==> src/rtl/sar2_pkg.sv <==
package sar2_pkg;

    localparam int HALF_BITS_DEF   = 7;
    localparam int SAMPLE_CLKS_DEF = 3;
    localparam int OUT_CLKS_DEF    = 1;

    typedef enum logic [1:0] {
        PL_IN = 2'b00,
        PL_LO = 2'b01,
        PL_HI = 2'b10
    } plate_e;

    // sequence strobes decoded from the frame counter, one per clock
    typedef struct packed {
        logic go;      // start accepted this edge
        logic hold;    // last sampling clock: next edge enters hold
        logic coarse;  // a coarse decision is latched this edge
        logic fine;    // a fine decision is latched this edge
        logic last;    // final decision of the frame
        logic first;   // first clock of a frame
    } seq_t;

    function automatic plate_e opposite(input plate_e p);
        case (p)
            PL_LO:   return PL_HI;
            PL_HI:   return PL_LO;
            default: return PL_IN;
        endcase
    endfunction

    function automatic int frame_clks(input int half, input int samp, input int outc);
        return samp + 2 * half + outc;
    endfunction

endpackage

==> src/rtl/sar2_timer.sv <==
module sar2_timer
    import sar2_pkg::*;
#(
    parameter int HALF_BITS   = HALF_BITS_DEF,
    parameter int SAMPLE_CLKS = SAMPLE_CLKS_DEF,
    parameter int OUT_CLKS    = OUT_CLKS_DEF,
    localparam int FRAME = frame_clks(HALF_BITS, SAMPLE_CLKS, OUT_CLKS),
    localparam int CW    = $clog2(FRAME),
    localparam int IW    = (HALF_BITS > 1) ? $clog2(HALF_BITS) : 1
) (
    input  logic          clk,
    input  logic          rst,
    input  logic          start,
    output seq_t          seq,
    output logic [IW-1:0] idx,
    output logic          run,
    output logic [CW-1:0] cnt
);
    localparam int LAST      = FRAME - 1;
    localparam int DEC_FIRST = SAMPLE_CLKS;
    localparam int FINE_BASE = SAMPLE_CLKS + HALF_BITS;
    localparam int DEC_LAST  = SAMPLE_CLKS + 2 * HALF_BITS - 1;

    logic go;
    int   pos;

    assign go = start && (!run || (int'(cnt) == LAST));

    always_ff @(posedge clk) begin
        if (rst) begin
            run <= 1'b0;
            cnt <= '0;
        end else if (go) begin
            run <= 1'b1;
            cnt <= '0;
        end else if (run) begin
            if (int'(cnt) == LAST) begin
                run <= 1'b0;
            end else begin
                cnt <= cnt + 1'b1;
            end
        end
    end

    always_comb begin
        pos        = int'(cnt);
        seq.go     = go;
        seq.hold   = run && (pos == DEC_FIRST - 1);
        seq.coarse = run && (pos >= DEC_FIRST) && (pos < FINE_BASE);
        seq.fine   = run && (pos >= FINE_BASE) && (pos <= DEC_LAST);
        seq.last   = run && (pos == DEC_LAST);
        seq.first  = run && (pos == 0);
        if (pos >= FINE_BASE) begin
            idx = IW'(HALF_BITS - 1 - (pos - FINE_BASE));
        end else begin
            idx = IW'(HALF_BITS - 1 - (pos - DEC_FIRST));
        end
    end

endmodule

==> src/rtl/sar2_plates.sv <==
module sar2_plates
    import sar2_pkg::*;
#(
    parameter int HALF_BITS = HALF_BITS_DEF,
    localparam int IW = (HALF_BITS > 1) ? $clog2(HALF_BITS) : 1
) (
    input  logic                   clk,
    input  logic                   rst,
    input  seq_t                   seq,
    input  logic [IW-1:0]          idx,
    input  logic                   cmp,
    output logic [2*HALF_BITS-1:0] pos_sel,
    output logic [2*HALF_BITS-1:0] neg_sel,
    output logic [HALF_BITS-1:0]   fine_p,
    output logic [HALF_BITS-1:0]   fine_n,
    output logic                   dummy_fine,
    output logic                   cm_en
);
    localparam int TOP = HALF_BITS - 1;

    plate_e pos_q [HALF_BITS];
    plate_e neg_q [HALF_BITS];
    logic [HALF_BITS-1:0] fp_q, fn_q;
    logic dummy_q, cm_q;

    always_ff @(posedge clk) begin
        if (rst) begin
            for (int i = 0; i < HALF_BITS; i++) begin
                pos_q[i] <= PL_IN;
                neg_q[i] <= PL_IN;
            end
            fp_q    <= '0;
            fn_q    <= '0;
            dummy_q <= 1'b0;
            cm_q    <= 1'b0;
        end else if (seq.go) begin
            for (int i = 0; i < HALF_BITS; i++) begin
                pos_q[i] <= PL_IN;
                neg_q[i] <= PL_IN;
            end
            fp_q    <= '0;
            fn_q    <= '0;
            dummy_q <= 1'b0;
            cm_q    <= 1'b1;
        end else if (seq.hold) begin
            // hold: top plates float, first coarse trial on the largest capacitor
            cm_q <= 1'b0;
            for (int i = 0; i < HALF_BITS; i++) begin
                pos_q[i] <= (i == TOP) ? PL_HI : PL_LO;
                neg_q[i] <= (i == TOP) ? PL_LO : PL_HI;
            end
        end else if (seq.coarse) begin
            if (cmp) begin
                pos_q[idx] <= PL_LO;
                neg_q[idx] <= PL_HI;
            end
            if (idx != '0) begin
                pos_q[idx - 1'b1] <= PL_HI;
                neg_q[idx - 1'b1] <= PL_LO;
            end else begin
                // pass change: dummy switched, negative plates step by the fine
                // amount, and the first fine trial goes on the largest capacitor
                dummy_q   <= 1'b1;
                fn_q      <= {1'b0, {(HALF_BITS - 1){1'b1}}};
                fp_q      <= '0;
                fp_q[TOP] <= 1'b1;
            end
        end else if (seq.fine) begin
            if (cmp) begin
                fp_q[idx] <= 1'b0;
                fn_q[idx] <= 1'b1;
            end
            if (idx != '0) begin
                fp_q[idx - 1'b1] <= 1'b1;
                fn_q[idx - 1'b1] <= 1'b0;
            end
        end
    end

    for (genvar g = 0; g < HALF_BITS; g++) begin : g_pack
        assign pos_sel[2*g +: 2] = pos_q[g];
        assign neg_sel[2*g +: 2] = neg_q[g];
    end

    assign fine_p     = fp_q;
    assign fine_n     = fn_q;
    assign dummy_fine = dummy_q;
    assign cm_en      = cm_q;

endmodule

==> src/rtl/sar2_result.sv <==
module sar2_result
    import sar2_pkg::*;
#(
    parameter int HALF_BITS = HALF_BITS_DEF,
    localparam int RW = 2 * HALF_BITS
) (
    input  logic          clk,
    input  logic          rst,
    input  seq_t          seq,
    input  logic          cmp,
    output logic          ready,
    output logic [RW-1:0] result
);
    logic [RW-1:0] dec_sr;
    logic          bit_now;

    assign bit_now = ~cmp;

    always_ff @(posedge clk) begin
        if (rst) begin
            dec_sr <= '0;
            result <= '0;
            ready  <= 1'b0;
        end else begin
            if (seq.coarse || seq.fine) begin
                dec_sr <= {dec_sr[RW-2:0], bit_now};
            end
            if (seq.last) begin
                result <= {dec_sr[RW-2:0], bit_now};
                ready  <= 1'b1;
            end else if (seq.first) begin
                ready  <= 1'b0;
            end
        end
    end

endmodule

==> src/rtl/sar2_ctrl.sv <==
module sar2_ctrl
    import sar2_pkg::*;
#(
    parameter int HALF_BITS   = HALF_BITS_DEF,
    parameter int SAMPLE_CLKS = SAMPLE_CLKS_DEF,
    parameter int OUT_CLKS    = OUT_CLKS_DEF,
    localparam int RW = 2 * HALF_BITS,
    localparam int CW = $clog2(frame_clks(HALF_BITS, SAMPLE_CLKS, OUT_CLKS)),
    localparam int IW = (HALF_BITS > 1) ? $clog2(HALF_BITS) : 1
) (
    input  logic                   clk,
    input  logic                   rst,
    input  logic                   start,
    input  logic                   cmp,
    output logic                   cm_en,
    output logic [2*HALF_BITS-1:0] pos_sel,
    output logic [2*HALF_BITS-1:0] neg_sel,
    output logic [HALF_BITS-1:0]   fine_p,
    output logic [HALF_BITS-1:0]   fine_n,
    output logic                   dummy_fine,
    output logic                   ready,
    output logic [RW-1:0]          result
);
    seq_t          seq;
    logic [IW-1:0] idx;
    logic          run;
    logic [CW-1:0] cnt;

    sar2_timer #(
        .HALF_BITS  (HALF_BITS),
        .SAMPLE_CLKS(SAMPLE_CLKS),
        .OUT_CLKS   (OUT_CLKS)
    ) u_timer (
        .clk  (clk),
        .rst  (rst),
        .start(start),
        .seq  (seq),
        .idx  (idx),
        .run  (run),
        .cnt  (cnt)
    );

    sar2_plates #(
        .HALF_BITS(HALF_BITS)
    ) u_plates (
        .clk       (clk),
        .rst       (rst),
        .seq       (seq),
        .idx       (idx),
        .cmp       (cmp),
        .pos_sel   (pos_sel),
        .neg_sel   (neg_sel),
        .fine_p    (fine_p),
        .fine_n    (fine_n),
        .dummy_fine(dummy_fine),
        .cm_en     (cm_en)
    );

    sar2_result #(
        .HALF_BITS(HALF_BITS)
    ) u_result (
        .clk   (clk),
        .rst   (rst),
        .seq   (seq),
        .cmp   (cmp),
        .ready (ready),
        .result(result)
    );

endmodule

==> config.mk <==
export PLATFORM = sky130hd
export DESIGN_NAME = sar2_ctrl
export DESIGN_NICKNAME = d
export VERILOG_FILES = /design/src/rtl/sar2_pkg.sv /design/src/rtl/sar2_timer.sv /design/src/rtl/sar2_plates.sv /design/src/rtl/sar2_result.sv /design/src/rtl/sar2_ctrl.sv
export SDC_FILE = /design/constraint.sdc
export NUM_CORES = 1
export LEC_CHECK = 0
export BUFFER_PORTS_ARGS = -buffer_cell sky130_fd_sc_hd__buf_4
export CELL_PAD_IN_SITES_DETAIL_PLACEMENT = 1
export CELL_PAD_IN_SITES_GLOBAL_PLACEMENT = 1
export CORE_MARGIN = 2
export CORE_UTILIZATION = 45
export DETAILED_ROUTE_END_ITERATION = 6
export PLACE_DENSITY = 0.91
export SYNTH_ARGS = -nofsm -noshare
export SYNTH_HDL_FRONTEND = slang
export SYNTH_SLANG_ARGS = --single-unit
==> constraint.sdc <==
create_clock -name clk -period 5.75 [get_ports clk]
set_input_delay 0.2875 -clock clk [delete_from_list [all_inputs] [get_ports clk]]
set_output_delay 0.2875 -clock clk [all_outputs]
set_load 0.01 [all_outputs]
# Yosys cells after proc, flatten, opt, wreduce, memory -nomap -nowiden
# Memories as Yosys holds them, arrays and structs flattened.
# Cells that the tools add are included.
# word_totals
ff_bits	50
latch_bits	0
ram_bits	28
rom_bits	0
input_bits	4
word_cells	186
mem_count	2
# mem_list
memory	depth	word_bits	rd	rd_ports_with_merged_regs	wr	line	text
u_plates.neg_q	7	2	7	0	7	sar2_plates.sv:22	plate_e neg_q [HALF_BITS];
u_plates.pos_q	7	2	7	0	7	sar2_plates.sv:21	plate_e pos_q [HALF_BITS];
# classes
add_sub_neg	6
multipliers	0
n_div	0
n_lt_le_gt_ge	8
eq_ne	4
n_shift	0
muxes	93
bitwise_logic	38
n_reduce_logical	26
# ops
cell	count
$mux W7	20
$mux W2	32
$mux W1	34
$or A1 B1 Y1	28
$mux W3	5
$and A7 B7 Y7	2
$not A7 Y7	2
$or A7 B7 Y7	2
$eq A5 B5 Y1 const B	2
$logic_and A1 B1 Y1	10
$reduce_or A2 Y1	5
$lt A3 B4 Y1 const B	2
$demux W1 S3	2
$ge A3 B1 Y1 const B	2
$reduce_and A3 Y1	2
$reduce_bool A2 Y1	3
$sub A2 B3 Y3 const A	2
$sub A3 B2 Y3 const B	2
$add A5 B1 Y5 const B	1
$eq A5 B3 Y1 const B	1
$ge A5 B2 Y1 const B	1
$ge A5 B4 Y1 const B	1
$le A5 B5 Y1 const B	1
$logic_not A5 Y1	1
8 further kinds	12

# Depth between registers and ports, before layout
# Gate-level depths: netlist of run 1.
# logic_depth
word_depth	19
ltp_mapped	15

# Cells and area by module
# Synthesis of run 1 repeated with hierarchy kept, for this count alone.
# hier_totals
hier_cells	320
area_unflattened_um2	3248.1
# by_module_without_submodules
mod	instances	cells_each	area_each_um2
sar2_plates	1	164	1657.8
sar2_result	1	94	1044.8
sar2_timer	1	62	545.5

# Least setup slack after synthesis of run 1
# OpenSTA, ideal clock, no wires.
# synth_timing
path_kind	register -> register
startpoint	register u_timer.cnt[2]
endpoint	memory u_plates.neg_q[5][0] in the netlist's numbering, enable pin
setup_time_ns	0.331
t_arrival_ns	2.969
t_required_ns	5.419
slack_ns	2.450
path_stages_with_launch	14
path_buffers	1
synth_period_minus_slack_ns	3.300
cell_sequence	dfxtp_1 buf_2 inv_1 ha_1 nand2b_1 a211o_1 nand2_1 inv_1 ha_1 nand2b_1 a2111o_1 a31oi_1 nor2_1 o311ai_2
# synth_lines
item	line	text
start, declared	sar2_timer.sv:17	output logic [CW-1:0] cnt
start signal, assigned	sar2_timer.sv:40	cnt <= cnt + 1'b1;
end, declared	sar2_plates.sv:22	

==> reports/results.tsv, run 1 <==
metric	value	unit
dp_slack	1.43	ns
syn_to_final_growth	17.9	%
grt_pass1_wl	15.8	mm
hp-start	start	
die_width	90.5	µm
seq_power_share	45.1	%
p_total	1050	µW
drc	0	
initial_core_util	46.5	%
first_pass_iters	4	
fin_nets	409	
synth_edf_count	14	
antenna_found_initial	0	
min_period	4.58	ns
syn-num-nets	374	
grt_pass1_vias	3088	
numCtsBuffers	9	
h-tree-depth	3	
io_buffers	62	
register_area	1420	µm²
yosysUniqueCellTypes	70	
fill_cells	862	
rsz0062_at_grt	false	
peakVddDrop	163	µV
ctsHoldBuffers	0	
coreArea	7250	µm²
p_sw_share	25.0	%
outcome	completed	
pwr-share-clk	45.9	%
fin_crit_sh	79.7	%
drive_above_1_share	25.4	%
via_count	2956	
cts_tree	done	
fmax	0.218	GHz
cts_buffer_depth	2	
crit_path_end_kind	flip-flop	
diodes	0	
rows	31	
holdCritPathClass	input port to flip-flop	
routed_via_density	5.91	
multi_input_area	1670	µm²
fin_ws	1.17	ns
cts-resized-gates	0	
ios	63	
crit_type	flip-flop to flip-flop	
clkSinkCount	64	
powerDensity	264	nW/µm²
cts_root_buffer	clkbuf_8	
die_h	90.5	µm
hold_violations	0	
ys_async_sr_fraction	0	%
synth.avg_cell_area	9.34	µm²
crit_path_start	u_timer.cnt[1]	
final_cell_mix	buf_4 (63), dfxtp_1 (50), nand2_1 (46), nor2_1 (33), a21oi_1 (18)	
final_area	3970	µm²
grt_max_degree	35	
clk_latency	0.35	ns
gp_congestion	0.901	
drtIter0Drc	211	
path_max_fanout	11	
critPathArrivalTime	4.59	ns
required	5.75	ns
dp_hpwl	6.82	mm
max-slew-margin-rel	39.0	%
post_cts_buffers	0	
grt_usage	24.4	%
ys_ff_latch	64	
place_area	3730	µm²
syn_inst	361	
grt_overflow	0	
path_clk_slew	0.08	ns
yosys_warnings	0	
final_util	54.8	%
worst_pin_slew	0.913	ns
dieArea	8200	µm²
synth-seq-area-share	42.2	%
power.leakage	0.00160	µW
ys.flop_type	dfxtp_1	
maxCapViolCount	0	
p_int	786	µW
skew	0.00967	ns
setup_viol	0	
p_sw	262	µW
power_frac_comb	9.1	%
routed_wl	9.83	mm
r2r_start	u_timer.cnt[1]	
critPathLaunchType	flip-flop	
setup_tns	0	ns
netlist_area	3370	µm²
drtAntennaViolNets	0	
final_common_cell	buf_4	
maxSlewViolCount	0	
routedWlPerCell	19.7	µm
## power by group through the flow
stage / clock network (µW) / registers [µW] / logic (µW)
6_report: 480 / 472 / 95.2
5_1_grt: 501 / 474 / 102
3_3_place_gp: 0 / 482 / 87.9
4_1_cts: 484 / 472 / 94.3
2_1_floorplan: 0 / 484 / 63.0
3_5_place_dp: 0 / 483 / 92.0
## metrics by stage
stage / instances / hold slack, ns
finish: 500 / 0.202
detailed placement: 484 / 0.454
floorplan: 361 / 0.408
global route: 500 / 0.222
CTS: 500 / 0.191
global placement: 484 / 0.444
## flip-flops by register name, indices dropped and copies added, names as in the netlist
signal	cells
u_timer.run	1
u_plates.cm_en	1
u_plates.fine_n	7
u_plates.dummy_fine	1
u_result.result	14
u_plates.pos_q	7
u_plates.fine_p	7
u_result.dec_sr	13
u_result.ready	1
u_plates.neg_q	7
u_timer.cnt	5
## cell families (layout without fill, tap and decap cells)
family,Yosys count,in the layout,share of synthesized area [%]
XOR/XNOR,6,6,1.78
flip-flops,64,64,42.2
adder cells (fa/ha/maj),9,9,3.34
AO/OA/AOI/OAI,74,74,18.3
multiplexers,17,17,5.12
AND/OR/NAND/NOR,141,141,20.9
buffers and inverters,50,90,8.39
## layer usage
| metal | part of all wire, % | track usage, % | up-vias |
|---|---|---|---|
| li1 | - | - | 1359 |
| met5 | 0 | 0 | - |
| met2 | 52 | 43.7 | 114 |
| met3 | 6.5 | 6.59 | 35 |
| met1 | 39 | 26.3 | 1448 |
| met4 | 3.3 | 12.1 | 0 |
## layout make-up
class | count | area share, %
clock buffers | 11 | 4.09
clock inverters | 5 | 2.11
inverters | 11 | 1.04
multi-input cells | 247 | 42.0
flip-flops and latches | 64 | 35.8
well taps | 99 | 3.12
repair buffers | 63 | 11.9
## worst paths after layout
check / cells after the start / end / slack [ns]
setup / recovery: 12 / u_plates.neg_q[3][0] / 1.17
hold / removal: 3 / u_timer.run / 0.20
setup reg to reg: 12 / u_plates.neg_q[3][0] / 1.17
hold reg to reg: 2 / u_result.result[13] / 0.46
## synthesized netlist by cell type, types with 3 or more instances
cell type | instances | area share, %
nor3_1 | 3 | 0.45
nor2_1 | 33 | 3.7
buf_2 | 7 | 1.0
nand2_1 | 46 | 5.1
nand2b_1 | 8 | 1.5
a31oi_1 | 3 | 0.56
o311a_1 | 3 | 0.89
clkbuf_1 | 12 | 1.3
o311ai_1 | 4 | 1.0
dfxtp_1 | 50 | 30
nand4_1 | 9 | 1.7
xnor2_1 | 4 | 1.0
edfxtp_1 | 14 | 12
nand3_1 | 14 | 2.1
and4_1 | 3 | 0.78
o211ai_1 | 4 | 0.89
o22ai_1 | 4 | 0.74
a311oi_1 | 4 | 1.0
buf_4 | 15 | 3.3
a21oi_1 | 18 | 2.7
buf_6 | 4 | 1.3
inv_1 | 10 | 1.1
and3_1 | 4 | 0.74
ha_1 | 9 | 3.3
o31ai_1 | 3 | 0.67
nor2b_1 | 3 | 0.56
mux2i_1 | 15 | 4.5
## critical path: stages, from the launching register on
cell and delay, ns:
dfxtp_1 0.54, inv_1 0.16, ha_1 0.26, nor2b_1 0.72, o21ai_2 0.23, nand2_1 0.35
inv_1 0.21, ha_1 0.33, nand2b_1 0.12, a2111oi_0 0.13, nor3_1 0.47, nand2_1 0.21
o311ai_1 0.50
Power figures use the tool's default switching activity.
==> inputs of run 2 (changes only) <==
- CORE_UTILIZATION: 45 -> 42
- PLACE_DENSITY: 0.91 -> 0.86
- clock period: 5.75 -> 4.5 ns (I/O delays scaled with it)
==> reports/results.tsv, run 2 (same netlist as run 1, synthesis figures left out) <==
metric	value	unit	change
io_buffers	62		unchanged
largestRegisters	u_result.result: 14 flops, u_result.dec_sr: 13 flops		
critPathLaunchType	flip-flop		
path_max_fanout	10		-1
rsz0062_at_grt	false		
fmax	0.243	GHz	+12%
holdCritPathClass	input port to flip-flop		
drive_above_1_share	25.6	%	+0.19 points
powerDensity	301	nW/µm²	+14%
ff2ff_path_depth	12		unchanged
diodes	0		unchanged
via_count	2845		-3.8%
syn_to_final_growth	15.9	%	
routedWlPerCell	17.6	µm	-10%
setup_tns	0	ns	unchanged
final_cell_mix	buf_4 (64), dfxtp_1 (50), nand2_1 (46), nor2_1 (33), a21oi_1 (18)		
grt_overflow	0		unchanged
drtIter0Drc	175		-17%
clk_latency	0.36	ns	about the same
grt_pass1_wl	14.4	mm	-9.2%
numCtsBuffers	9		unchanged
cts_buffer_depth	2		unchanged
max-slew-margin-rel	50.7	%	+12 points
register_area	1420	µm²	unchanged
max_stage_delay	0.55	ns	-0.17 ns
crit_buf_inv	2		unchanged
largest_reg_flops	14		unchanged
hp-start	start		
power.leakage	0.00157	µW	-1.9%
final_area	3910	µm²	-1.6%
drc	0		unchanged
grt_max_degree	35		unchanged
skew	0.0130	ns	+0.00332 ns
die_width	93.6	µm	+3.4%
path_clk_slew	0.08	ns	about the same
dieArea	8760	µm²	+6.8%
crit_path_start	u_timer.cnt[2]		
critPathArrivalTime	4.13	ns	-0.46 ns
fill_cells	914		+6.0%
crit_family	simple AND/OR/NAND/NOR gates		
routed_wl	8.87	mm	-9.7%
drtAntennaViolNets	0		unchanged
cp.depth	12		unchanged
peakVddDrop	198	µV	+22%
hold_violations	0		unchanged
initial_core_util	43.4	%	-3.1 points
die_h	93.6	µm	+3.4%
clkSinkCount	64		unchanged
cts-resized-gates	0		unchanged
worst_path_max_delay_cell	nor3_1		
path_cells	inv_1, ha_1, nand2b_1, a211o_1, nand2_1, inv_1, ha_1, nand2b_1, a2111oi_0, nor3_1, nand2_1, o311ai_1		
first_pass_iters	4		unchanged
h-tree-depth	3		unchanged
required	4.52	ns	-1.23 ns
r2r_start	u_timer.cnt[2]		
crit_type	flip-flop to flip-flop		
grt_usage	21.2	%	-3.2 points
final_common_cell	buf_4		
crit_path_end_kind	flip-flop		
maxCapViolCount	0		unchanged
largest_register	u_result.result		
holdPathStages	3		unchanged
multi_input_area	1670	µm²	unchanged
place_area	3740	µm²	+0.30%
outcome	completed		
antenna_found_initial	0		unchanged
routed_via_density	5.64		-4.5%
min_period	4.11	ns	-0.476 ns
cts_tree	done		
post_cts_buffers	0		unchanged
fin_nets	410		+0.24%
maxSlewViolCount	0		unchanged
ios	63		unchanged
rows	32		+3.2%
dp_hpwl	6.48	mm	-4.9%
fin_crit_sh	91.3	%	+12 points
cts_root_buffer	clkbuf_8		
coreArea	7770	µm²	+7.1%
worst_pin_slew	0.738	ns	-0.174 ns
grt_pass1_vias	2876		-6.9%
gp_congestion	0.914		+1.4%
setup_viol	0		unchanged
ctsHoldBuffers	0		unchanged
run 2: cell types whose count changed in the layout (fill, tap and decap cells not counted), sizes merged:
| cell | before | now |
|---|---|---|
| clkbuf | 11 | 9 |
| clkinv | 2 | 5 |
| clkinvlp | 0 | 1 |
| bufinv | 2 | 0 |
| buf | 63 | 64 |
run 2: worst paths after layout:
path	slack [ns]	to
max	0.39	u_plates.neg_q[3][0]
min reg2reg	0.46	u_result.result[2]
min	0.13	u_timer.run
max reg2reg	0.39	u_plates.neg_q[3][0]
run 2: report_power, final:
group / total (µW) / internal (µW) / switching, µW
Sequential: 603 / 595 / 7.49
Combinational: 119 / 44.5 / 74.5
Clock: 454 / 200 / 254
run 2: through the flow:
| stage | hold WS, ns | utilization (%) | std cells | setup WS [ns] | total power, µW |
|---|---|---|---|---|---|
| final | 0.126 | 50.3 | 504 | 0.392 | 1180 |
| after global routing | 0.149 | 50.3 | 504 | 0.0681 | 1220 |
| after CTS | 0.115 | 50.3 | 504 | 0.467 | 1180 |
| after detailed placement | 0.451 | 48.1 | 488 | 0.490 | 734 |
| after global placement | 0.445 | 48.1 | 488 | 0.808 | 730 |
| after floorplan | 0.346 | - | 361 | 1.20 | 698 |
run 2: area by class of cell:
cell class / count / area share [%]
Clock buffer: 9 / 3.17
Clock inverter: 7 / 1.18
Inverter: 11 / 1.06
Multi-Input combinational cell: 247 / 42.7
Sequential cell: 64 / 36.4
Tap cell: 102 / 3.27
Timing Repair Buffer: 64 / 12.3
run 2: per-layer routing:
metal	vias to the layer above	share of wire, %	global-route usage, %
met5	-	0	0
li1	1360	-	-
met2	77	50	37.2
met4	0	1.9	8.09
met3	17	5.3	5.16
met1	1391	43	25.0
run 2: worst register-to-register path: stages (launching register included):
cell       delay (ns)
dfxtp_1          0.51
inv_1            0.16
ha_1             0.26
nand2b_1         0.16
a211o_1          0.38
nand2_1          0.29
inv_1            0.21
ha_1             0.32
nand2b_1         0.12
a2111oi_0        0.14
nor3_1           0.55
nand2_1          0.23
o311ai_1         0.43
==> inputs of run 3 (changes only) <==
- ABC_AREA: unset -> 0
- CAP_MARGIN: unset -> 20
- PLACE_DENSITY: 0.86 -> unset
- PLACE_DENSITY_LB_ADDON: unset -> 0.1
==> reports/results.tsv, run 3 (same netlist as run 1, synthesis figures left out) <==
metric	value	unit	change
crit_path_start	u_timer.cnt[1]		
peakVddDrop	193	µV	-2.4%
crit_path_end_kind	flip-flop		
hold_violations	0		unchanged
dieArea	8760	µm²	unchanged
dp_hpwl	6.41	mm	-1.2%
cts_tree	done		
max-slew-margin-rel	48.2	%	-2.5 points
holdCritPathClass	input port to flip-flop		
critPathArrivalTime	3.99	ns	-0.14 ns
rr_endpoint	u_plates.neg_q[3][0]		
final_common_cell	buf_4		
first_pass_iters	4		unchanged
skew	0.0110	ns	-0.00204 ns
drc	0		unchanged
routed_via_density	5.52		-2.1%
power.leakage	0.00161	µW	+2.5%
r2r_slack	0.52	ns	+0.13 ns
rows	32		unchanged
cts_root_buffer	clkbuf_8		
rsz0062_at_grt	false		
multi_input_area	1670	µm²	unchanged
maxCapViolCount	0		unchanged
worst_path_max_delay_cell	dfxtp_1		
holdPathStages	3		unchanged
outcome	completed		
grt_usage	20.2	%	-1.0 points
required	4.51	ns	about the same
critPathLaunchType	flip-flop		
grt_max_degree	35		unchanged
grt_overflow	0		unchanged
largestRegisters	u_result.result: 14 flops, u_result.dec_sr: 13 flops		
drive_above_1_share	25.8	%	+0.18 points
powerDensity	330	nW/µm²	+9.7%
fmax	0.251	GHz	+3.3%
cts_buffer_depth	2		unchanged
h-tree-depth	3		unchanged
final_cell_mix	buf_4 (65), dfxtp_1 (50), nand2_1 (46), nor2_1 (33), a21oi_1 (18)		
largest_reg_flops	14		unchanged
fin_crit_sh	88.4	%	-2.9 points
final_area	3990	µm²	+2.2%
gp_congestion	0.847		-7.3%
numCtsBuffers	9		unchanged
routedWlPerCell	17.1	µm	-3.0%
worst_pin_slew	0.776	ns	+0.0376 ns
cts-resized-gates	0		unchanged
path_clk_slew	0.07	ns	about the same
crit_type	flip-flop to flip-flop		
max_stage_delay	0.56	ns	about the same
via_count	2790		-1.9%
coreArea	7770	µm²	unchanged
grt_pass1_vias	2790		-3.0%
register_area	1420	µm²	unchanged
ff2ff_path_depth	13		+1
routed_wl	8.62	mm	-2.8%
path_max_fanout	11		+1
grt_pass1_wl	13.9	mm	-3.6%
initial_core_util	43.4	%	unchanged
ctsHoldBuffers	0		unchanged
drtAntennaViolNets	0		unchanged
hp-start	start		
io_buffers	62		unchanged
diodes	0		unchanged
min_period	3.98	ns	-0.130 ns
die_width	93.6	µm	unchanged
antenna_found_initial	0		unchanged
setup_viol	0		unchanged
setup_tns	0	ns	unchanged
min_to	u_timer.run		
die_h	93.6	µm	unchanged
fin_nets	411		+0.24%
maxSlewViolCount	0		unchanged
post_cts_buffers	0		unchanged
largest_register	u_result.result		
clkSinkCount	64		unchanged
clk_latency	0.35	ns	about the same
fill_cells	926		+1.3%
path_cells	inv_1, ha_1, nor2b_1, buf_4, o21ai_2, nand2_1, inv_1, ha_1, nand2b_1, a2111oi_0, nor3_1, nand2_1, o311ai_1		
r2r_start	u_timer.cnt[1]		
syn_to_final_growth	18.5	%	
drtIter0Drc	119		-32%
ios	63		unchanged
place_area	3740	µm²	+0.20%
run 3: changes by cell type in the layout (fill, tap and decap cells not counted):
cell	change
clkinv_2	-3
inv_4	-1
clkinvlp_4	-1
clkbuf_8	+1
buf_4	+1
bufinv_16	+2
clkbuf_16	+1
clkinv_4	+2
inv_6	-1
run 3: worst max-delay path by stage:
stage | to | slack [ns] | cells after the start
after detailed placement | u_plates.pos_q[3][0] | 0.62 | 13
after global routing | u_plates.neg_q[3][0] | 0.19 | 13
after global placement | u_plates.pos_q[3][0] | 0.78 | 12
final | u_plates.neg_q[3][0] | 0.52 | 13
after CTS | u_plates.neg_q[3][0] | 0.59 | 13
after floorplan | u_plates.neg_q[5][0] | 1.20 | 13
run 3: layout make-up:
type / instances / area share, %
tap: 102 / 3.20
clock inverter: 5 / 2.16
timing repair buffer: 65 / 12.2
clock buffer: 11 / 4.07
sequential: 64 / 35.6
multi-input combinational: 247 / 41.7
inverter: 11 / 1.03
run 3: through the flow:
step / util [%] / hold WS (ns) / setup slack, ns / cells / total power, µW
floorplan: - / 0.346 / 1.20 / 361 / 698
global placement: 48.2 / 0.444 / 0.777 / 489 / 732
detailed placement: 48.2 / 0.449 / 0.618 / 489 / 734
CTS: 51.4 / 0.133 / 0.591 / 505 / 1330
global route: 51.4 / 0.177 / 0.186 / 505 / 1360
finish: 51.4 / 0.144 / 0.522 / 505 / 1320
run 3: where the power goes:
part | switching (µW) | total, µW | internal [µW] | leakage [µW]
Combinational | 73.2 | 118 | 44.5 | 0.000932
Clock | 234 | 598 | 363 | 0.000125
Sequential | 7.29 | 603 | 595 | 0.000555
run 3: routing by layer:
layer | wire length (µm) | global-route usage (%) | up-vias
li1 | - | - | 1358
met1 | 4010 | 26.4 | 1367
met2 | 4160 | 33.2 | 55
met3 | 376 | 4.11 | 10
met4 | 80 | 7.37 | 0
met5 | 0 | 0 | -
run 3: critical path: cells and delay by family (launching register included):
family / cells / cell delay [ns]
compound gates: 3 / 0.64
fa+ha+maj: 2 / 0.58
buf+inv: 3 / 0.55
flops: 1 / 0.56
simple gates: 5 / 1.32
